$ cat src/rtl/rsm_pkg.sv
package rsm_pkg;
  localparam int POOL_SIZE  = 96;
  localparam int NUM_STATIC = 32;
  localparam int VREG_W     = 7;
  localparam int HIST_DEPTH = 8;

  typedef enum logic [1:0] {
    OP_NONE  = 2'b00,
    OP_CALL  = 2'b01,
    OP_RET   = 2'b10,
    OP_ALLOC = 2'b11
  } op_e;

  typedef struct packed {
    logic doCall;
    logic doRet;
    logic doAlloc;
    logic spillDone;
    logic fillDone;
  } strobe_t;
endpackage

$ cat src/rtl/rsm_datapath.sv
module rsm_datapath
  import rsm_pkg::*;
#(
  parameter int POOL  = POOL_SIZE,
  parameter int NSTAT = NUM_STATIC,
  parameter int VW    = VREG_W,
  parameter int DEPTH = HIST_DEPTH
) (
  input  logic          clk,
  input  logic          rstN,
  input  strobe_t       stb,
  input  logic [VW-1:0] newLoc,
  input  logic [VW-1:0] newOut,
  input  logic [VW-1:0] vReg,
  output logic [VW-1:0] pReg,
  output logic          regIllegal,
  output logic          overCommit,
  output logic          underFill,
  output logic [VW-1:0] xferCount,
  output logic          histFull,
  output logic          histEmpty
);
  localparam int CW   = $clog2(2 * POOL + 1);
  localparam int HW   = $clog2(DEPTH + 1);
  localparam int PTRW = (DEPTH > 1) ? $clog2(DEPTH) : 1;

  logic [VW-1:0] base, curLoc, curOut;
  logic [CW-1:0] dirty;
  logic [HW-1:0] histCnt;
  logic [VW-1:0] histBase [DEPTH];
  logic [VW-1:0] histLoc  [DEPTH];
  logic [VW-1:0] histOut  [DEPTH];

  logic [CW-1:0] sof, offW, sumW, callSum, allocSof;
  logic [PTRW-1:0] wrIdx, topIdx;
  logic isStacked;

  assign sof      = CW'(curLoc) + CW'(curOut);
  assign allocSof = CW'(newLoc) + CW'(newOut);
  assign wrIdx    = PTRW'(histCnt);
  assign topIdx   = PTRW'(histCnt - HW'(1));

  // translation: offset into frame, then modular add onto the base
  assign isStacked = vReg >= VW'(NSTAT);
  assign offW      = CW'(vReg) - CW'(NSTAT);

  always_comb begin
    sumW = CW'(base) + offW;
    if (sumW >= CW'(POOL)) sumW = sumW - CW'(POOL);
  end

  always_comb begin
    callSum = CW'(base) + CW'(curLoc);
    if (callSum >= CW'(POOL)) callSum = callSum - CW'(POOL);
  end

  assign regIllegal = isStacked && (offW >= sof);
  assign pReg = !isStacked ? vReg : (regIllegal ? '0 : VW'(sumW + CW'(NSTAT)));

  assign overCommit = dirty > CW'(POOL);
  assign underFill  = dirty < sof;
  assign histFull   = histCnt == HW'(DEPTH);
  assign histEmpty  = histCnt == '0;

  always_comb begin
    if (overCommit)     xferCount = VW'(dirty - CW'(POOL));
    else if (underFill) xferCount = VW'(sof - dirty);
    else                xferCount = '0;
  end

  always_ff @(posedge clk) begin
    if (!rstN) begin
      base    <= '0;
      curLoc  <= '0;
      curOut  <= '0;
      dirty   <= '0;
      histCnt <= '0;
    end else if (stb.doAlloc) begin
      curLoc <= newLoc;
      curOut <= newOut;
      dirty  <= dirty - sof + allocSof;
    end else if (stb.doCall) begin
      base    <= VW'(callSum);
      curLoc  <= '0;
      histCnt <= histCnt + HW'(1);
    end else if (stb.doRet) begin
      base    <= histBase[topIdx];
      curLoc  <= histLoc[topIdx];
      curOut  <= histOut[topIdx];
      histCnt <= histCnt - HW'(1);
      dirty   <= dirty - sof + CW'(histOut[topIdx]);
    end else if (stb.spillDone) begin
      dirty <= CW'(POOL);
    end else if (stb.fillDone) begin
      dirty <= sof;
    end
  end

  always_ff @(posedge clk) begin
    if (stb.doCall) begin
      histBase[wrIdx] <= base;
      histLoc[wrIdx]  <= curLoc;
      histOut[wrIdx]  <= curOut;
    end
  end
endmodule

$ cat src/rtl/rsm_control.sv
module rsm_control
  import rsm_pkg::*;
#(
  parameter int POOL = POOL_SIZE,
  parameter int VW   = VREG_W
) (
  input  logic          opValid,
  input  logic [1:0]    opKind,
  input  logic [VW-1:0] opLocal,
  input  logic [VW-1:0] opOut,
  input  logic          memAck,
  input  logic          overCommit,
  input  logic          underFill,
  input  logic          histFull,
  input  logic          histEmpty,
  output strobe_t       stb,
  output logic          busy
);
  localparam int SW = VW + 1;

  logic accept, allocOk;

  assign busy    = overCommit | underFill;
  assign accept  = opValid && !busy;
  assign allocOk = (SW'(opLocal) + SW'(opOut)) <= SW'(POOL);

  always_comb begin
    stb           = '0;
    stb.doCall    = accept && (opKind == OP_CALL) && !histFull;
    stb.doRet     = accept && (opKind == OP_RET) && !histEmpty;
    stb.doAlloc   = accept && (opKind == OP_ALLOC) && allocOk;
    stb.spillDone = memAck && overCommit;
    stb.fillDone  = memAck && underFill;
  end
endmodule

$ cat src/rtl/rsm_mapper.sv
module rsm_mapper
  import rsm_pkg::*;
#(
  parameter int POOL_SIZE_P  = POOL_SIZE,
  parameter int NUM_STATIC_P = NUM_STATIC,
  parameter int VREG_W_P     = VREG_W,
  parameter int HIST_DEPTH_P = HIST_DEPTH
) (
  input  logic                clk,
  input  logic                rstN,
  input  logic [VREG_W_P-1:0] vReg,
  output logic [VREG_W_P-1:0] pReg,
  output logic                regIllegal,
  input  logic                opValid,
  input  logic [1:0]          opKind,
  input  logic [VREG_W_P-1:0] opLocal,
  input  logic [VREG_W_P-1:0] opOut,
  output logic                busy,
  output logic                spillReq,
  output logic                fillReq,
  output logic [VREG_W_P-1:0] xferCount,
  input  logic                memAck
);
  strobe_t stb;
  logic overCommit, underFill, histFull, histEmpty;

  rsm_control #(.POOL(POOL_SIZE_P), .VW(VREG_W_P)) u_ctrl (
    .opValid(opValid), .opKind(opKind), .opLocal(opLocal), .opOut(opOut),
    .memAck(memAck), .overCommit(overCommit), .underFill(underFill),
    .histFull(histFull), .histEmpty(histEmpty), .stb(stb), .busy(busy)
  );

  rsm_datapath #(
    .POOL(POOL_SIZE_P), .NSTAT(NUM_STATIC_P), .VW(VREG_W_P), .DEPTH(HIST_DEPTH_P)
  ) u_dp (
    .clk(clk), .rstN(rstN), .stb(stb), .newLoc(opLocal), .newOut(opOut),
    .vReg(vReg), .pReg(pReg), .regIllegal(regIllegal),
    .overCommit(overCommit), .underFill(underFill), .xferCount(xferCount),
    .histFull(histFull), .histEmpty(histEmpty)
  );

  assign spillReq = overCommit;
  assign fillReq  = underFill;
endmodule

$ cat config.mk
export PLATFORM = sky130hd
export DESIGN_NAME = rsm_mapper
export DESIGN_NICKNAME = d
export VERILOG_FILES = /design/src/rtl/rsm_pkg.sv /design/src/rtl/rsm_datapath.sv /design/src/rtl/rsm_control.sv /design/src/rtl/rsm_mapper.sv
export SDC_FILE = /design/constraint.sdc
export NUM_CORES = 1
export LEC_CHECK = 0
export CAP_MARGIN = 15
export CORE_ASPECT_RATIO = 1.25
export CORE_MARGIN = 5
export CORE_UTILIZATION = 41
export DETAILED_ROUTE_END_ITERATION = 12
export PLACE_DENSITY = 0.59
export SLEW_MARGIN = 15
export SYNTH_ARGS = -nofsm -noshare
export SYNTH_HDL_FRONTEND = slang
export SYNTH_SLANG_ARGS = --single-unit
$ cat constraint.sdc
create_clock -name clk -period 6.65 [get_ports clk]
set_clock_uncertainty 0.2 [all_clocks]
set_input_delay 1.995 -clock clk [delete_from_list [all_inputs] [get_ports clk]]
set_output_delay 1.995 -clock clk [all_outputs]
set_load 0.05 [all_outputs]
# After elaboration in Yosys (flattened, before gate mapping)
# Memory sizes are Yosys's and may differ from the RTL's.
# Index checks and enable logic that the tools add are counted.
word_totals:
  regBits: 33
  latchBits: 0
  ram_bits: 168
  rom_bits: 0
  in_bits: 27
  output_inout_bits: 18
  wordCells: 81
  memories: 3
mem_list:
  columns: ["name", "words", "word_bits", "read_ports", "rd_clocked_by_memory_dff", "wr", "line_no", "source"]
  rows:
  - ["u_dp.histBase", 8, 7, 1, 0, 1, "rsm_datapath.sv:30", "logic [VW-1:0] histBase [DEPTH];"]
  - ["u_dp.histLoc", 8, 7, 1, 0, 1, "rsm_datapath.sv:31", "logic [VW-1:0] histLoc [DEPTH];"]
  - ["u_dp.histOut", 8, 7, 1, 0, 1, "rsm_datapath.sv:32", "logic [VW-1:0] histOut [DEPTH];"]
op_classes:
  addsub: 15
  n_mul: 0
  n_div: 0
  order_cmp: 7
  n_eq_ne: 5
  shifts: 0
  mux: 23
  n_bitwise: 2
  n_reduce_logical: 21
op_table:
  columns: ["op", "count"]
  rows:
  - ["$mux W7", 14]
  - ["$mux W8", 5]
  - ["$add A7 B7 Y8", 3]
  - ["$sub A7 B7 Y7 const B", 3]
  - ["$ge A8 B7 Y1 const B", 2]
  - ["$logic_and A1 B1 Y1", 10]
  - ["$add A7 B8 Y8", 1]
  - ["$add A8 B7 Y8", 1]
  - ["$add A8 B8 Y8", 1]
  - ["$ge A8 B8 Y1", 1]
  - ["$gt A8 B7 Y1 const B", 1]
  - ["$le A8 B7 Y1 const B", 1]
  - ["$lt A8 B8 Y1", 1]
  - ["$mux W4", 2]
  - ["$sub A7 B6 Y8 const B", 1]
  - ["$sub A8 B8 Y8", 1]
  - ["$add A7 B6 Y7 const B", 1]
  - ["$ge A7 B6 Y1 const B", 1]
  - ["$sub A7 B7 Y7", 1]
  - ["$reduce_and A2 Y1", 3]
  - ["$add A4 B1 Y4 const B", 1]
  - ["$eq A2 B2 Y1 const B", 2]
  - ["$eq A4 B4 Y1 const B", 1]
  - ["$logic_not A4 Y1", 1]
  - ["10 further kinds", 14]

# Longest topological paths before layout
# Gate-level depths: netlist of run 1.
depth:
  ltp_word: 10
  mapped_depth: 19
  mapped_depth_nobuf: 19

# Modules after synthesis
# Synthesis of run 1 repeated with hierarchy kept, for this count alone.
unflattened:
  hier_cells: 852
  area_unflattened_um2: 11000.6
modules_own_cells:
  columns: ["module", "instances", "cells_per_inst", "area_per_inst_um2", "seq_area_each_um2"]
  rows:
  - ["rsm_datapath", 1, 808, 10656.5, 5705.5]
  - ["rsm_control", 1, 44, 344.1, 0.0]

# Worst setup path before layout of run 1
# Ideal clock, no wire load.
synth_timing:
  path_type: "in2out"
  from: "input port vReg[0]"
  to: "output port pReg[5]"
  t_arrival_ps: 5103
  slack_ps: -648
  cell_stages: 9
  n_path_buf: 0
  path_cell_list: "ha_1 fa_1 a21o_1 a21oi_1 o21bai_1 a21oi_1 xor2_1 and3_1 o41ai_1"
synth_via:
  elab_chain_cells: 7
  elab_cells_between_ends: 11
synth_lines:
  columns: ["element", "line_no", "source"]
  rows:
  - ["from (decl)", "rsm_mapper.sv:11", "input logic [VREG_W_P-1:0] vReg,"]
  - ["$sub A7 B6 Y8", "rsm_datapath.sv:45", "assign offW = CW'(vReg) - CW'(NSTAT);"]
  - ["$add A7 B8 Y8", "rsm_datapath.sv:48", "sumW = CW'(base) + offW;"]
  - ["$sub A7 B7 Y7 or $ge A8 B7 Y1 (tied branches)", "rsm_datapath.sv:49", "if (sumW >= CW'(POOL)) sumW = sumW - CW'(POOL);"]
  - ["$mux W7", "rsm_datapath.sv:49", null]
  - ["$add A7 B6 Y7", "rsm_datapath.sv:58", "assign pReg = !isStacked ? vReg : (regIllegal ? '0 : VW'(sumW + CW'(NSTAT)));"]
  - ["$mux W7", "rsm_datapath.sv:58", null]
  - ["$mux W7 *", "rsm_datapath.sv:58", null]
  - ["to (decl)", "rsm_mapper.sv:12", "output logic [VREG_W_P-1:0] pReg,"]
# Every way passes the cells marked *; elsewhere a longest branch is shown, timed or not.

# Worst setup path in the final report of run 1
layout_timing:
  from: "input port vReg[5]"
  to: "output port pReg[5]"
# Same word-level chain as after synthesis.

==> summary.txt, run 1 <==
Flow run
  • Max-cap viol count: 0

Yosys
  • Post-Synthesis Cell Area: 10830 um^2
  • Fraction of synthesized cell area taken by the top area cell type: 46.58%
  • Library cell with the highest instance count after synthesis: edfxtp_1
  • Synth cell types: between 70 and 80
  • Cell types occupying the most area after synthesis: edfxtp_1 (47%), mux4_2 (8.7%), ha_1 (7.6%)
  • Sequential-to-total area share from yosys stat: 52.68%
  • Dominant cell type by area after synthesis: edfxtp_1
  • Post-synthesis instance total: ~800
  • Number of register bits inferred by synthesis: 201
  • Yosys warnings: 0
  • Mean instance size in the synthesized netlist: between 10 and 15 um^2
  • Most instantiated cells after synthesis: edfxtp_1 (168), ha_1 (66), nor2_1 (43)
  • Number of enable flip-flop cells after synthesis: 168
  • Prevailing post-synth register cell: edfxtp_1
  • Post-Synthesis Net Count: a little over 900
  • Asr flop ratio synth: 0%

STA
  • Hold slack: roughly 0.32 ns
  • Final hold violation count: 0
  • Max Fclk: 152.8 MHz
  • RSZ-0062 raised after global routing: yes
  • Worst slew margin relative to its limit: a little under a third
  • Final setup violation count: 0
  • Actual slew at the worst max-slew pin: roughly 1 ns
  • Max Transition Viols Final: 0
  • Share of the clock period used by the worst path: a little over nine tenths
  • Fin crit period: 6.543 ns

Finish
  • Fill cell count: 2295
  • Fraction of layout instances using a drive strength above 1: 20.33%
  • Antenna diode count: 0
  • Layout Cell Area excl Fill: 12630 um^2
  • Utilization of the core after routing: about half
  • Number of cells in the finished layout apart from fillers: 1240
  • Synthesis-to-finish area growth: 16.66%
  • Final Net Count: between 900 and 1000

Power
  • Sw frac: between 40% and 50%
  • Total power: a little over 5000 uW
  • Leakage: 0.004675 uW
  • Net Switching: between 2000 and 2500 uW
  • Clock network fraction of total power: 21.0%
  • Max IR drop VDD: 651.7 uV
  • Pwr/cell area: 398.7 nW/um^2
  • Proportion of power drawn by flip-flops and latches: 30.4%
  • Internal power of the cells: 3014 uW
  • Proportion of power drawn by combinational gates: 48.7%

Worst setup path
  • Nature of the critical path startpoint: input pin
  • Critical path arrival: around 4.4 ns
  • Data required time of the worst path: 4.45 ns
  • Register-to-register path setup slack: 1.52 ns
  • FF-to-FF End: u_dp.histOut[0][3]
  • Worst r2r src: u_dp.curOut[0]
  • Critical-path cell with the highest stage delay: clkdlybuf4s50_1
  • Beginning of the critical path: vReg[5]
  • Ordered cell list for the critical path: clkdlybuf4s50_1 -> inv_1 -> ha_1 -> inv_1 -> ha_1 -> or2_2 -> o22ai_1 -> xnor2_1 -> nor2_1 -> o41ai_4 -> buf_12
  • Reg2Reg Depth: 16
  • Type of element capturing the critical path: primary output
  • WS Path Type: input pin to primary output
  • CP peak stage delay: 0.50 ns
  • Critical Path Fanout Max: 4
  • Dominant delay contributor by cell family on the critical path: buffers and inverters
  • Combined buffer and inverter count along the critical path: 4

GRT
  • Initial antenna violation count: 0
  • Vias in the first global route: 7083
  • Maximum number of pins on one net before global-route repair: 38
  • Overflow after GRT: 0
  • Global-route wire length before repair: 41280 um
  • All-layer global routing usage: 18.03%

Clocking
  • Level count of the clock H-tree: 1
  • CTS clk-pin slew, worst paths: ~0.06 ns
  • Post-cts hold buffer count: 0
  • Root buffer cell: clkbuf_16
  • CTS tree: built
  • Source-to-sink clock delay at the later pin of the worst-skew pair: slightly below 0.5 ns
  • Buffer levels on the longest clock path: 3
  • Number of buffers added by the clock tree synthesis step: 20
  • Clk sink count: 201

Place
  • Total placed cells including tap cells: 1204
  • Total half-perimeter wirelength after legalization and detailed placement: between 15000 and 20000 um
  • GP Congestion: 0.8570
  • IO Port Bufs: between 40 and 50
  • Placement-stage cell area: 11940 um^2

Floorplan
  • Initial Utilization: 41.64%
  • Number of ports placed on the die boundary: 45
  • Cell Rows: 66
  • DIE WIDTH: 155.4 um
  • CORE AREA: roughly 26000 um^2
  • Die footprint: 29790 um^2
  • Height of the chip: 191.7 um

Status
  • Run status: complete, no violations

Route
  • Post-DRT Antenna Nets: 0
  • Final WL: 27020 um
  • Routed vias: 6954
  • Detailed-route vias per instance: 5.608
  • Number of DRC markers after the initial detailed-route iteration: 406
  • Residual DRC count: 0
  • Detail-routed net length per standard cell: 21.79 um
  • Number of detailed-routing iterations run before antenna repair: 5

Worst hold path
  • End point of the worst hold path: u_dp.histCnt[3]
  • Launch point of the worst hold path: u_dp.histCnt[3]
  • Hold depth: 2
  • Type of the worst min-delay path: register to register
what timing repair did:
action                                 4_1_cts  5_1_grt
setup endpoints to repair                   10       13
endpoints found under the hold margin        0        0
setup buffers                                0        1
resized for setup                           13       10
pin swaps                                    2        1
per-layer routing:
metal | global-route usage, % | vias to the layer above | share of wire (%)
li1 | - | 3322 | -
met1 | 23.23 | 3443 | 41
met2 | 32.28 | 150 | 52
met3 | 1.645 | 39 | 4.1
met4 | 5.389 | 0 | 2.9
met5 | 0 | - | 0
cells in the final DEF, fill, tap and decap left out, types with 10 or more instances in the layout:
| master | n |
|---|---|
| mux2i_1 | 17 |
| xor2_1 | 11 |
| buf_4 | 43 |
| mux4_2 | 42 |
| edfxtp_1 | 168 |
| clkbuf_16 | 21 |
| o21ai_0 | 32 |
| a21oi_1 | 35 |
| ha_1 | 64 |
| a21o_1 | 13 |
| inv_1 | 37 |
| o21a_1 | 12 |
| nor2b_1 | 14 |
| nor2_1 | 42 |
| dfxtp_1 | 29 |
| nand3_1 | 28 |
| nand2_1 | 36 |
| nor3_1 | 10 |
| a211oi_1 | 12 |
| xnor2_1 | 24 |
| clkdlybuf4s50_1 | 25 |
power by group through the flow:
| stage | combinational (uW) | clock (uW) | sequential (uW) |
|---|---|---|---|
| final | 2450 | 1060 | 1530 |
| after global routing | 2620 | 1120 | 1540 |
| after global placement | 2420 | 0 | 1560 |
| after CTS | 2460 | 1070 | 1530 |
| after detailed placement | 2430 | 0 | 1560 |
| after floorplan | 1730 | 0 | 1510 |
worst reg2reg max path: stages (launching register included):
cell and delay, ns:
dfxtp_2 0.39, ha_1 0.25, fa_1 0.41, a21o_1 0.25
a21oi_2 0.19, o21bai_1 0.10, a21oi_1 0.19, xor2_1 0.13
ha_2 0.44, nand3_1 0.09, a21oi_1 0.13, and3b_4 0.24
o21ai_2 0.13, buf_4 0.30, nand3_1 0.58, nor4_2 0.32
buf_4 0.42
kinds of logic (layout without fill, tap and decap cells):
family                     Yosys count  count (layout)  synth area share [%]
AOI/OAI and AO/OA                  190             190                 12.59
xor gates and xnor gates            37              37                 3.061
adders and majority gates           74              74                 9.103
buffers and inverters               75             157                 3.108
DFF                                201             201                 52.68
muxes                               67              67                 11.24
and+or+nand+nor                    174             174                 8.214
how the worst max path moves through the flow:
stage	to	slack [ns]	cells after the start
3_5_place_dp	pReg[5]	-0.13	11
6_report	pReg[5]	0.11	11
2_1_floorplan	pReg[3]	-0.02	9
5_1_grt	pReg[6]	-0.004	10
3_3_place_gp	pReg[5]	-0.11	11
4_1_cts	xferCount[5]	0.03	15
stage by stage:
step                worst slack (ns)  setup TNS, ns
CTS                          0.03190              0
global route               -0.003580      -0.003580
floorplan                   -0.01508       -0.03016
detailed placement           -0.1250        -0.2871
global placement             -0.1100        -0.1430
finish                        0.1068              0
final cells by class:
cell class / count / area (um^2) / area share, %
clock inverters: 9 / 62.56 / 0.4951
inverters: 40 / 150.1 / 1.188
well taps: 340 / 425.4 / 3.367
clock buffers: 26 / 544.3 / 4.308
repair buffers: 82 / 799.5 / 6.328
flip-flops and latches: 201 / 5713 / 45.22
multi-input cells: 542 / 4940 / 39.10
state kept, by name, indices dropped and copies added, names as in the netlist:
register       flops
u_dp.base          7
u_dp.curLoc        7
u_dp.curOut        7
u_dp.dirty         8
u_dp.histBase     56
u_dp.histCnt       4
u_dp.histLoc      56
u_dp.histOut      56
(Power assumes the default switching activity.)
==> inputs of run 2 (changes only) <==
Settings changed: CORE_MARGIN 5 to not set.
==> summary.txt, run 2 (synthesized netlist as in run 1, its figures left out) <==
Worst setup path
  • WS Path Type: input pin to primary output
  • CP peak stage delay: 0.40 ns (-0.10 ns)
  • Critical path arrival: 4.33 ns (-0.02 ns)
  • Ordered cell list for the critical path: dlygate4sd2_1 -> ha_1 -> fa_1 -> a21o_1 -> a21oi_2 -> o21bai_1 -> a21oi_1 -> xor2_1 -> and3_1 -> o41ai_4 -> buf_12
  • Data required time of the worst path: 4.45 ns (about the same)
  • Type of element capturing the critical path: primary output
  • Critical Path Fanout Max: 2 (-2)
  • Nature of the critical path startpoint: input pin
  • Critical-path cell with the highest stage delay: fa_1
  • Register-to-register path setup slack: 1.01 ns (-0.51 ns)

GRT
  • Maximum number of pins on one net before global-route repair: 33 (-13%)
  • Global-route wire length before repair: 41430 um (+0.35%)
  • Overflow after GRT: 0 (unchanged)
  • Vias in the first global route: 7228 (+2.0%)
  • Initial antenna violation count: 0 (unchanged)
  • All-layer global routing usage: 20.28% (+2.3 points)

STA
  • Fin crit period: 6.524 ns (-0.01912 ns)
  • Total negative slack: 0 ns (unchanged)
  • Final setup violation count: 0 (unchanged)
  • Share of the clock period used by the worst path: 98.11% (-0.29 points)
  • Final hold violation count: 0 (unchanged)
  • Actual slew at the worst max-slew pin: 1.040 ns (+0.009764 ns)
  • Max Transition Viols Final: 0 (unchanged)
  • Max Fclk: 153.3 MHz (+0.29%)
  • Worst slew margin relative to its limit: 29.96% (-0.66 points)

Clocking
  • Source-to-sink clock delay at the later pin of the worst-skew pair: 0.49 ns (about the same)
  • Buffer levels on the longest clock path: 3 (unchanged)
  • Clk sink count: 201 (unchanged)
  • CTS tree: built
  • Level count of the clock H-tree: 1 (unchanged)
  • CTS clk-pin slew, worst paths: 0.07 ns (about the same)
  • Root buffer cell: clkbuf_16
  • Number of buffers added by the clock tree synthesis step: 20 (unchanged)
  • Post-cts hold buffer count: 0 (unchanged)
  • Post-CTS Setup Repair Bufs: 0 (unchanged)

Worst hold path
  • Type of the worst min-delay path: register to register

Power
  • Max IR drop VDD: 579.3 uV (-11%)
  • Sw frac: 39.34% (-0.82 points)
  • Total power: 5118 uW (+1.6%)
  • Internal power of the cells: 3105 uW (+3.0%)
  • Proportion of power drawn by flip-flops and latches: 30.0% (-0.4 points)
  • Net Switching: 2013 uW (-0.48%)
  • Proportion of power drawn by combinational gates: 47.3% (-1.4 points)
  • Leakage: 0.004718 uW (+0.91%)
  • Pwr/cell area: 404.6 nW/um^2 (+1.5%)
  • Clock network fraction of total power: 22.6% (+1.6 points)

Route
  • Detailed-route vias per instance: 5.701 (+1.7%)
  • Number of DRC markers after the initial detailed-route iteration: 463 (+14%)
  • Number of detailed-routing iterations run before antenna repair: 9 (+4)
  • Detail-routed net length per standard cell: 21.71 um (-0.36%)
  • Residual DRC count: 0 (unchanged)
  • Post-DRT Antenna Nets: 0 (unchanged)
  • Routed vias: 7052 (+1.4%)
  • Final WL: 26860 um (-0.60%)

Status
  • Run status: complete, no violations

Finish
  • Fraction of layout instances using a drive strength above 1: 19.18% (-1.2 points)
  • Largest registers: u_dp.histBase: 56 flops, u_dp.histLoc: 56 flops, u_dp.histOut: 56 flops
  • Layout Cell Area excl Fill: 12650 um^2 (+0.13%)
  • Fill cell count: 2310 (+0.65%)
  • Most common library cell in the layout ignoring fill and taps: edfxtp_1
  • Synthesis-to-finish area growth: 16.81%
  • Utilization of the core after routing: 48.63% (+0.063 points)
  • Commonest cells after routing, fill and taps aside: edfxtp_1 (168), ha_1 (64), nor2_1 (42), mux4_2 (42)
  • Final Net Count: 984 (-0.40%)
  • Antenna diode count: 0 (unchanged)

Place
  • IO Port Bufs: 44 (unchanged)
  • GP Congestion: 0.8711 (+1.6%)
  • Placement-stage cell area: 11920 um^2 (-0.15%)
  • Total half-perimeter wirelength after legalization and detailed placement: 18550 um (-3.2%)

Floorplan
  • Height of the chip: 183.7 um (-4.2%)
  • Initial Utilization: 41.64% (unchanged)
  • DIE WIDTH: 147.4 um (-5.1%)
  • CORE AREA: 26010 um^2 (unchanged)
  • Cell Rows: 66 (unchanged)
  • Die footprint: 27070 um^2 (-9.1%)
  • Number of ports placed on the die boundary: 45 (unchanged)

Flow run
  • Max-cap viol count: 0 (unchanged)
[run 2: cell count changes in the layout (fill, tap and decap cells not counted), sizes merged]
cell / change
buf: -6
bufinv: +2
clkbuf: +3
clkdlybuf4s50: -2
clkinv: -1
clkinvlp: -2
dlygate4sd2: -1
dlymetal6s2s: +3
inv: +1
[run 2: worst max-delay path: cells and delay by family]
| kind | cells | cell delay, ns |
|---|---|---|
| and+or+nand+nor | 1 | 0.20 |
| adders and majority gates | 2 | 0.62 |
| AOI/OAI and AO/OA | 5 | 0.98 |
| buffers and inverters | 2 | 0.43 |
| xor gates and xnor gates | 1 | 0.11 |
[run 2: area by class of cell]
class / count / area, um^2 / share of cell area, %
Clock buffer: 27 / 568.0 / 4.490
Clock inverter: 9 / 103.9 / 0.8209
Inverter: 40 / 150.1 / 1.187
Multi-Input combinational cell: 542 / 4921 / 38.90
Sequential cell: 201 / 5709 / 45.13
Tap cell: 340 / 425.4 / 3.363
Timing Repair Buffer: 78 / 773.2 / 6.112
[run 2: through the flow]
step | hold slack, ns | cells | worst slack (ns)
floorplan | 0.2688 | 818 | -0.01508
global placement | 0.3067 | 1201 | -0.09311
detailed placement | 0.3152 | 1201 | -0.1241
CTS | 0.3230 | 1237 | 0.02031
global route | 0.3353 | 1237 | -0.04026
finish | 0.3253 | 1237 | 0.1259
[run 2: power groups by stage]
stage	clock network (uW)	registers, uW	logic [uW]
2_1_floorplan	0	1510	1730
3_3_place_gp	0	1560	2410
3_5_place_dp	0	1570	2410
4_1_cts	1170	1540	2420
5_1_grt	1220	1550	2590
6_report	1160	1540	2420
[run 2: layer usage]
layer	track usage, %	wire length [um]	up-vias
met3	2.382	1054	50
met2	35.23	13330	160
met5	0	0	-
li1	-	-	3317
met1	25.44	11390	3525
met4	8.866	1086	0
[run 2: repair_timing]
action | 4_1_cts | 5_1_grt
setup endpoints to repair | 8 | 8
pin swaps | 2 | 1
resized for setup | 11 | 12
hold endpoints to repair | 0 | 0
[run 2: final timing paths]
kind,startpoint,cells past startpoint,endpoint
worst max-delay path,vReg[0],11,pReg[5]
worst min-delay path,u_dp.histCnt[3],2,u_dp.histCnt[3]
worst min register to register,u_dp.histCnt[3],2,u_dp.histCnt[3]
worst max register to register,u_dp.curOut[0],15,u_dp.histLoc[2][3]
